--- src/rtl/acc_cc_pkg.sv ---
package acc_cc_pkg;

    typedef enum logic [1:0] {
        SC_NONE = 2'b00,
        SC_DOWN = 2'b01,
        SC_UP   = 2'b10,
        SC_RSV  = 2'b11
    } scale_e;

    // packed so that bit 5 is E and bit 0 is C
    typedef struct packed {
        logic e;
        logic u;
        logic n;
        logic z;
        logic v;
        logic c;
    } flags_t;

    localparam flags_t FLAGS_RST = '{e: 1'b1, default: 1'b0};

endpackage

--- src/rtl/acc_cc_window.sv ---
// E and U for each scaling mode; the integer-portion low bound moves by one
module acc_cc_window #(
    parameter int ACC_W = 56,
    parameter int EXT_W = 8
) (
    input  logic [ACC_W-1:0] res,
    input  logic [1:0]       mode,
    output logic             e_o,
    output logic             u_o,
    output logic             defined_o
);
    import acc_cc_pkg::*;

    localparam int K_NONE = ACC_W - EXT_W - 1;
    localparam int N_MODES = 3;

    function automatic logic top_same(input logic [ACC_W-1:0] v, input int lo);
        logic r;
        r = 1'b1;
        for (int i = 0; i < ACC_W; i++) begin
            if (i >= lo && v[i] != v[ACC_W-1]) r = 1'b0;
        end
        return r;
    endfunction

    logic [N_MODES-1:0] e_m;
    logic [N_MODES-1:0] u_m;

    // index 0: no scaling, 1: scale down (+1), 2: scale up (-1)
    for (genvar g = 0; g < N_MODES; g++) begin : g_mode
        localparam int K = (g == 0) ? K_NONE : (g == 1) ? K_NONE + 1 : K_NONE - 1;
        assign e_m[g] = ~top_same(res, K);
        assign u_m[g] = ~(res[K] ^ res[K-1]);
    end

    always_comb begin
        e_o       = 1'b0;
        u_o       = 1'b0;
        defined_o = 1'b1;
        unique case (scale_e'(mode))
            SC_NONE: begin e_o = e_m[0]; u_o = u_m[0]; end
            SC_DOWN: begin e_o = e_m[1]; u_o = u_m[1]; end
            SC_UP:   begin e_o = e_m[2]; u_o = u_m[2]; end
            SC_RSV:  defined_o = 1'b0;
        endcase
    end

endmodule

--- src/rtl/acc_cc_ovf.sv ---
// Overflow with optional saturation-limit widening
module acc_cc_ovf #(
    parameter int ACC_W    = 56,
    parameter int EXT_W    = 8,
    parameter int NARROW_W = 32
) (
    input  logic [ACC_W-1:0] res,
    input  logic             add_ovf,
    input  logic             sat_en,
    input  logic             arith16_en,
    output logic             v_o
);
    localparam int LO_WIDE   = ACC_W - EXT_W - 1;
    localparam int LO_NARROW = NARROW_W - 1;

    logic fits_wide;
    logic fits_narrow;

    always_comb begin
        fits_wide   = 1'b1;
        fits_narrow = 1'b1;
        for (int i = 0; i < ACC_W; i++) begin
            if (i >= LO_WIDE && res[i] != res[ACC_W-1]) fits_wide = 1'b0;
            if (i >= LO_NARROW && res[i] != res[ACC_W-1]) fits_narrow = 1'b0;
        end
        v_o = add_ovf | (sat_en & ~(arith16_en ? fits_narrow : fits_wide));
    end

endmodule

--- src/rtl/acc_ccgen.sv ---
module acc_ccgen #(
    parameter int ACC_W    = 56,
    parameter int EXT_W    = 8,
    parameter int NARROW_W = 32
) (
    input  logic             clk,
    input  logic             rst_n,
    input  logic [ACC_W-1:0] alu_res,
    input  logic             add_carry,
    input  logic             add_ovf,
    input  logic [1:0]       scale_mode,
    input  logic             sat_en,
    input  logic             arith16_en,
    input  logic             upd,
    input  logic             wr_en,
    input  logic [5:0]       wr_data,
    output logic [5:0]       cc
);
    import acc_cc_pkg::*;

    flags_t flags_q;
    flags_t flags_d;
    logic   e_w;
    logic   u_w;
    logic   win_ok;
    logic   v_w;

    acc_cc_window #(.ACC_W(ACC_W), .EXT_W(EXT_W)) win_i (
        .res       (alu_res),
        .mode      (scale_mode),
        .e_o       (e_w),
        .u_o       (u_w),
        .defined_o (win_ok)
    );

    acc_cc_ovf #(.ACC_W(ACC_W), .EXT_W(EXT_W), .NARROW_W(NARROW_W)) ovf_i (
        .res        (alu_res),
        .add_ovf    (add_ovf),
        .sat_en     (sat_en),
        .arith16_en (arith16_en),
        .v_o        (v_w)
    );

    always_comb begin
        flags_d = flags_q;
        if (wr_en) begin
            flags_d = flags_t'(wr_data);
        end else if (upd) begin
            flags_d.c = add_carry;
            flags_d.v = v_w;
            flags_d.z = (alu_res == '0);
            flags_d.n = alu_res[ACC_W-1];
            if (win_ok) begin
                flags_d.u = u_w;
                flags_d.e = e_w;
            end
        end
    end

    always_ff @(posedge clk) begin
        if (!rst_n) flags_q <= FLAGS_RST;
        else        flags_q <= flags_d;
    end

    assign cc = flags_q;


    hold_chk: assert property (@(posedge clk) disable iff (!rst_n)
        (!wr_en && !upd) |=> $stable(cc));


    wr_prio_chk: assert property (@(posedge clk) disable iff (!rst_n)
        wr_en |=> (cc == $past(wr_data)));


    neg_chk: assert property (@(posedge clk) disable iff (!rst_n)
        (upd && !wr_en) |=> (cc[3] == $past(alu_res[ACC_W-1])));


    carry_chk: assert property (@(posedge clk) disable iff (!rst_n)
        (upd && !wr_en) |=> (cc[0] == $past(add_carry)));


    ovf_plain_chk: assert property (@(posedge clk) disable iff (!rst_n)
        (upd && !wr_en && !sat_en) |=> (cc[1] == $past(add_ovf)));


    ovf_sat_chk: assert property (@(posedge clk) disable iff (!rst_n)
        (upd && !wr_en && add_ovf) |=> cc[1]);


    rsv_hold_chk: assert property (@(posedge clk) disable iff (!rst_n)
        (upd && !wr_en && scale_mode == 2'b11) |=> (cc[5:4] == $past(cc[5:4])));

endmodule

--- config.mk ---
export PLATFORM = sky130hd
export DESIGN_NAME = acc_ccgen
export DESIGN_NICKNAME = d
export VERILOG_FILES = /design/src/rtl/acc_cc_pkg.sv /design/src/rtl/acc_cc_window.sv /design/src/rtl/acc_cc_ovf.sv /design/src/rtl/acc_ccgen.sv
export SDC_FILE = /design/constraint.sdc
export NUM_CORES = 1
export LEC_CHECK = 0
export BUFFER_PORTS_ARGS = -buffer_cell sky130_fd_sc_hd__buf_2
export CAP_MARGIN = 20
export CORE_UTILIZATION = 32
export CTS_CLUSTER_SIZE = 25
export DETAILED_ROUTE_END_ITERATION = 10
export GPL_TIMING_DRIVEN = 1
export PLACE_DENSITY = 0.79
export SETUP_SLACK_MARGIN = 0.02
export SYNTH_ARGS = -nofsm -noshare
export SYNTH_HDL_FRONTEND = slang
export SYNTH_SLANG_ARGS = --single-unit
--- constraint.sdc ---
create_clock -name clk -period 2 [get_ports clk]
set_clock_uncertainty 0.15 [all_clocks]
set_input_delay 0.4 -clock clk [delete_from_list [all_inputs] [get_ports clk]]
set_output_delay 0.4 -clock clk [all_outputs]
set_load 0.01 [all_outputs]
## Yosys cells after proc, flatten, opt, wreduce, memory -nomap -nowiden

Index checks and enable logic that the tools add are counted.

- Add/sub/neg operators: 0
- Multiply operators: 0
- Divide/modulo/power cells: 0
- Magnitude comparators: 0
- Equal/unequal tests: 28
- Shift-type cells: 0
- Mux-type cells: 54
- Bitwise operators: 12
- Reductions and logical operators: 4

Operators with widths:

| cell | count |
|---|---|
| logical NOT 56 bit | 1 |
| 2-to-1 mux 1 bit | 49 |
| != test 1 bit | 24 |
| 2-to-1 mux 6 bit | 2 |
| NOT 1 bit | 7 |
| case mux 1 bit (3 select lines) | 2 |
| == test 2 bit, second input constant | 2 |
| bitwise XOR 1 bit | 3 |
| == test 2 x 1 -> 1 bit, second input constant | 1 |
| logical NOT 2 bit | 1 |
| 2-to-1 mux 2 bit | 1 |
| != test 2 bit, second input constant | 1 |
| AND reduction 2 bit | 1 |
| nonzero test 2 bit | 1 |
| bitwise AND 1 bit | 1 |
| OR 1 bit | 1 |

- Bits in registers: 6
- Bits in latches: 0
- RAM bits: 0
- Bits in read-only memories: 0
- Memories: 0

## Depth between registers and ports, before layout

- Depth in word-level cells: 31
- Depth in mapped cells: 7
- Depth with buffers taken out: 7

## By module

Synthesis repeated with hierarchy kept, for this count alone.

- Cells, all modules: 92
- Area total of the unflattened synthesis: 726.9 µm²

Modules (own cells, without submodules):

| module | times used | cells each | area an instance (µm²) | sequential area each (µm²) |
|---|---|---|---|---|
| acc_ccgen | 1 | 51 | 440.4 | 120.1 |
| acc_cc_ovf | 1 | 25 | 171.4 | 0.0 |
| acc_cc_window | 1 | 16 | 115.1 | 0.0 |

## Worst setup path before layout

No wires, ideal clock.

- Path kind: input -> register
- Start point: input alu_res[55]
- End point: register flags_q (netlist bit cc[2])
- Library setup time: 0.070 ns
- Data arrival time: 1.670 ns
- Required time: 1.780 ns
- Path slack: 0.110 ns
- Stages on the path: 7
- Path buffers: 1
- Cells stage by stage: buf_2 > inv_1 > ha_1 > and4bb_2 > nand4_1 > or4_1 > a21boi_1

- Word-level cells in the longest chain between the ends: 3

Ends and longest elaborated chain:

| item | line | text |
|---|---|---|
| start, declared | acc_ccgen.sv:8 | `input logic [ACC_W-1:0] alu_res,` |
| logical NOT 56 bit | acc_ccgen.sv:51 | `flags_d.z = (alu_res == '0);` |
| 2-to-1 mux 6 bit | acc_ccgen.sv:48 | `end else if (upd) begin` |
| 2-to-1 mux 6 bit | acc_ccgen.sv:46 | `if (wr_en) begin` |
| end signal, assigned | acc_ccgen.sv:62 | `else flags_q <= flags_d;` |
| end, declared | acc_ccgen.sv:21 | `flags_t flags_q;` |

No other way between the ends. The select of a mux whose other input is x is not followed.
A chain may end at the register's enable or synchronous reset.

## Worst setup path in the final report

- Start point: input alu_res[47]
- End point: register flags_q (netlist bit cc[2])

The elaborated chain is that of the path after synthesis.

==> flow_metrics.env <==
export IMPL_clock_sinks=6
export IMPL_async_flop_share_pct=0
export IMPL_largest_register_ffs=6
export IMPL_nFillCells=191
export IMPL_seq_power_share_pct=33.0
export IMPL_final_cell_area_um2=1080
export IMPL_fin_crit_sh_pct=84.8
export IMPL_synthToLayoutAreaGrowth_pct=69.7
export IMPL_grt_use_total_pct=19.1
export IMPL_numCtsBuffers=3
export IMPL_grt_pass1_wl_um=3000
export IMPL_die_area_um2=2180
export IMPL_rsz0062_at_grt="false"
export IMPL_hpwl_um=1890
export IMPL_cts_max_level=1
export IMPL_syn_area_um2=639
export IMPL_synth_cell_types=33
export IMPL_critPathRequiredTime_ns=2.02
export IMPL_crit_family="simple AND/OR/NAND/NOR gates"
export IMPL_p_sw_mw=0.118
export IMPL_gp_congestion=0.738
export IMPL_synth_seq_area_share_pct=18.8
export IMPL_drcViolationCount=0
export IMPL_slowest_delay_ns=0.53
export IMPL_cp_end_kind="flop"
export IMPL_holdBufCountCts=0
export IMPL_outcome="finished clean"
export IMPL_ir_worst_vdd_v=0.000220
export IMPL_place_area_um2=1060
export IMPL_synthCells=88
export IMPL_fin_cells=193
export IMPL_max_clock_freq_mhz=590
export IMPL_power_share_switching_pct=29.4
export IMPL_regArea_um2=120
export IMPL_arrival_ns=1.72
export IMPL_wirelength_um=2140
export IMPL_synth_edff_count=0
export IMPL_comb_power_share_pct=39.4
export IMPL_final_util_pct=60.2
export IMPL_finalCriticalPeriod_ns=1.70
export IMPL_vias=1004
export IMPL_wl_met1_um=902
export IMPL_antenna_cells=0
export IMPL_grt_overflow=0
export IMPL_synth_top_flop_cell="dfxtp_1"
export IMPL_p_per_area_nw_per_um2=371
export IMPL_hp_class="input port to flop"
export IMPL_start_util_pct=35.5
export IMPL_slew_headroom_pct=74.8
export IMPL_drv_cap=0
export IMPL_worstMarginPinSlew_ns=0.374
export IMPL_power_share_clock_pct=27.6
export IMPL_grt_pass1_vias=811
export IMPL_io_buffer_count=77
export IMPL_drive_gt1_share_pct=50.6
export IMPL_cts_resized=0
export IMPL_core_area_um2=1800
export IMPL_p_int_mw=0.284
export IMPL_ant_nets=0
export IMPL_nNetsFinal=244
export IMPL_setup_violations=0
export IMPL_crit_fanout=4
export IMPL_yosys_warnings=0
export IMPL_viasPerCell=5.20
export IMPL_clk_latency_ns=0.24
export IMPL_slowest_stage="or4_1"
export IMPL_setup_tns_final_ns=0
export IMPL_wl_per_cell_um=11.1
export IMPL_dr_max_layer_used="met3"
export IMPL_dp_cells=190
export IMPL_ios=78
export IMPL_syn_avg_cell_area_um2=7.27
export IMPL_multiInputGateArea_um2=488
export IMPL_drt_iter0_markers=14
export IMPL_antenna_found_initial=0
export IMPL_die_y_um=46.7
export IMPL_hold_viol_final=0
export IMPL_path_cells="buf_2, inv_1, ha_1, and4bb_2, nand4_1, or4_1, a21boi_1"
export IMPL_syn_nets=162
export IMPL_critPathBufInv=2
export IMPL_drv_slew=0
export IMPL_post_cts_buffers=0
export IMPL_p_leak_nw=0.534
export IMPL_ys_seq_elements=6
export IMPL_path_clk_slew_ns=0.05
export IMPL_root_buffer="clkbuf_4"
export IMPL_tritoncts="done"
export IMPL_grt_max_degree=10
export IMPL_wl_met3_um=168
export IMPL_wl_met2_um=1070
export IMPL_firstDrtPassIters=4
export IMPL_crit_type="input port to flop"
export IMPL_dieWidth_um=46.7
export IMPL_start_kind="input port"
export IMPL_clockBufferDepth=2
export IMPL_num_rows=15
synth_stat cells, drive strengths merged, types with 2 or more instances:
cell type,number,share of area [%]
a21boi,2,2.3
a21oi,3,2.3
and2,2,2.0
and4bb,2,3.9
buf,2,2.0
dfxtp,6,19
ha,2,3.9
inv,4,2.3
mux2i,3,4.7
nand2,6,3.5
nand2b,2,2.0
nand4,9,8.8
nor2,4,2.3
nor2b,2,2.0
nor3,7,5.5
nor4,10,9.8
o21ai,5,3.9
o31ai,2,2.3
or4,2,2.3
xnor2,2,2.7
logic make-up (layout without fill, tap and decap cells):
kind of cell / Yosys count / in the layout / synth area share [%]
xor+xnor: 3 / 3 / 4.11
mux: 3 / 3 / 4.70
buf+inv: 7 / 87 / 4.89
compound gates: 18 / 18 / 18.4
flops: 6 / 6 / 18.8
fa+ha+maj: 2 / 2 / 3.91
simple gates: 49 / 49 / 45.2
worst paths after layout:
check,from,endpoint,slack (ns),depth (start not counted)
max reg2reg,cc[1],cc[1],1.02,4
min reg2reg,cc[5],cc[5],0.42,2
min,wr_data[4],cc[4],0.27,3
max,alu_res[47],cc[2],0.30,7
worst reg2reg max path: stages (launching register included):
cell       delay, ns
dfxtp_1         0.31
mux2i_1         0.11
o21ai_0         0.09
a2bb2oi_1       0.13
o31ai_1         0.08
layout make-up:
type | count | share of cell area [%]
multi-input cells | 75 | 45.0
repair buffers | 80 | 37.6
flip-flops and latches | 6 | 11.1
well taps | 25 | 2.88
clock buffers | 3 | 2.08
inverters | 4 | 1.38
through the flow:
step	hold slack [ns]	setup slack (ns)	power (mW)
floorplan	0.372	0.110	0.194
global placement	0.399	0.118	0.289
detailed placement	0.428	0.0586	0.293
CTS	0.262	0.309	0.408
global route	0.314	0.225	0.427
finish	0.269	0.305	0.402
power by group through the flow:
stage / Sequential, mW / Combinational [mW] / Clock (mW)
floorplan: 0.139 / 0.0555 / 0
global placement: 0.134 / 0.155 / 0
detailed placement: 0.134 / 0.158 / 0
CTS: 0.132 / 0.159 / 0.117
global route: 0.133 / 0.176 / 0.117
finish: 0.133 / 0.158 / 0.111
cells in the final DEF (no fill, tap or decap):
master / synthesis / layout
xor2_1: 1 / 1
a221oi_1: 1 / 1
o21ai_0: 5 / 5
inv_1: 4 / 4
nand2b_1: 2 / 2
o211ai_1: 1 / 1
o32ai_1: 1 / 1
dfxtp_1: 6 / 6
mux2i_1: 3 / 3
nand3b_1: 1 / 1
nor2_1: 4 / 4
xnor2_1: 2 / 2
ha_1: 2 / 2
a21boi_0: 1 / 1
nor3_1: 7 / 7
a21oi_1: 3 / 3
nor3b_1: 1 / 1
buf_4: 1 / 3
a21boi_1: 1 / 1
a31oi_1: 1 / 1
buf_2: 1 / 77
nand4_1: 9 / 9
or4_1: 2 / 2
and2_1: 2 / 2
a211oi_1: 1 / 1
nand3_1: 1 / 1
a2bb2oi_1: 1 / 1
nand2_1: 6 / 6
nor4_1: 10 / 10
and4bb_2: 2 / 2
clkbuf_4: 0 / 3
o31ai_1: 2 / 2
nor2b_1: 2 / 2
per-layer routing:
layer	track usage, %	up-vias
met5	0	-
met4	8.00	0
met3	1.57	0
met2	35.0	48
met1	22.5	448
li1	-	508
No activity file was read; power rests on OpenSTA's default activity.
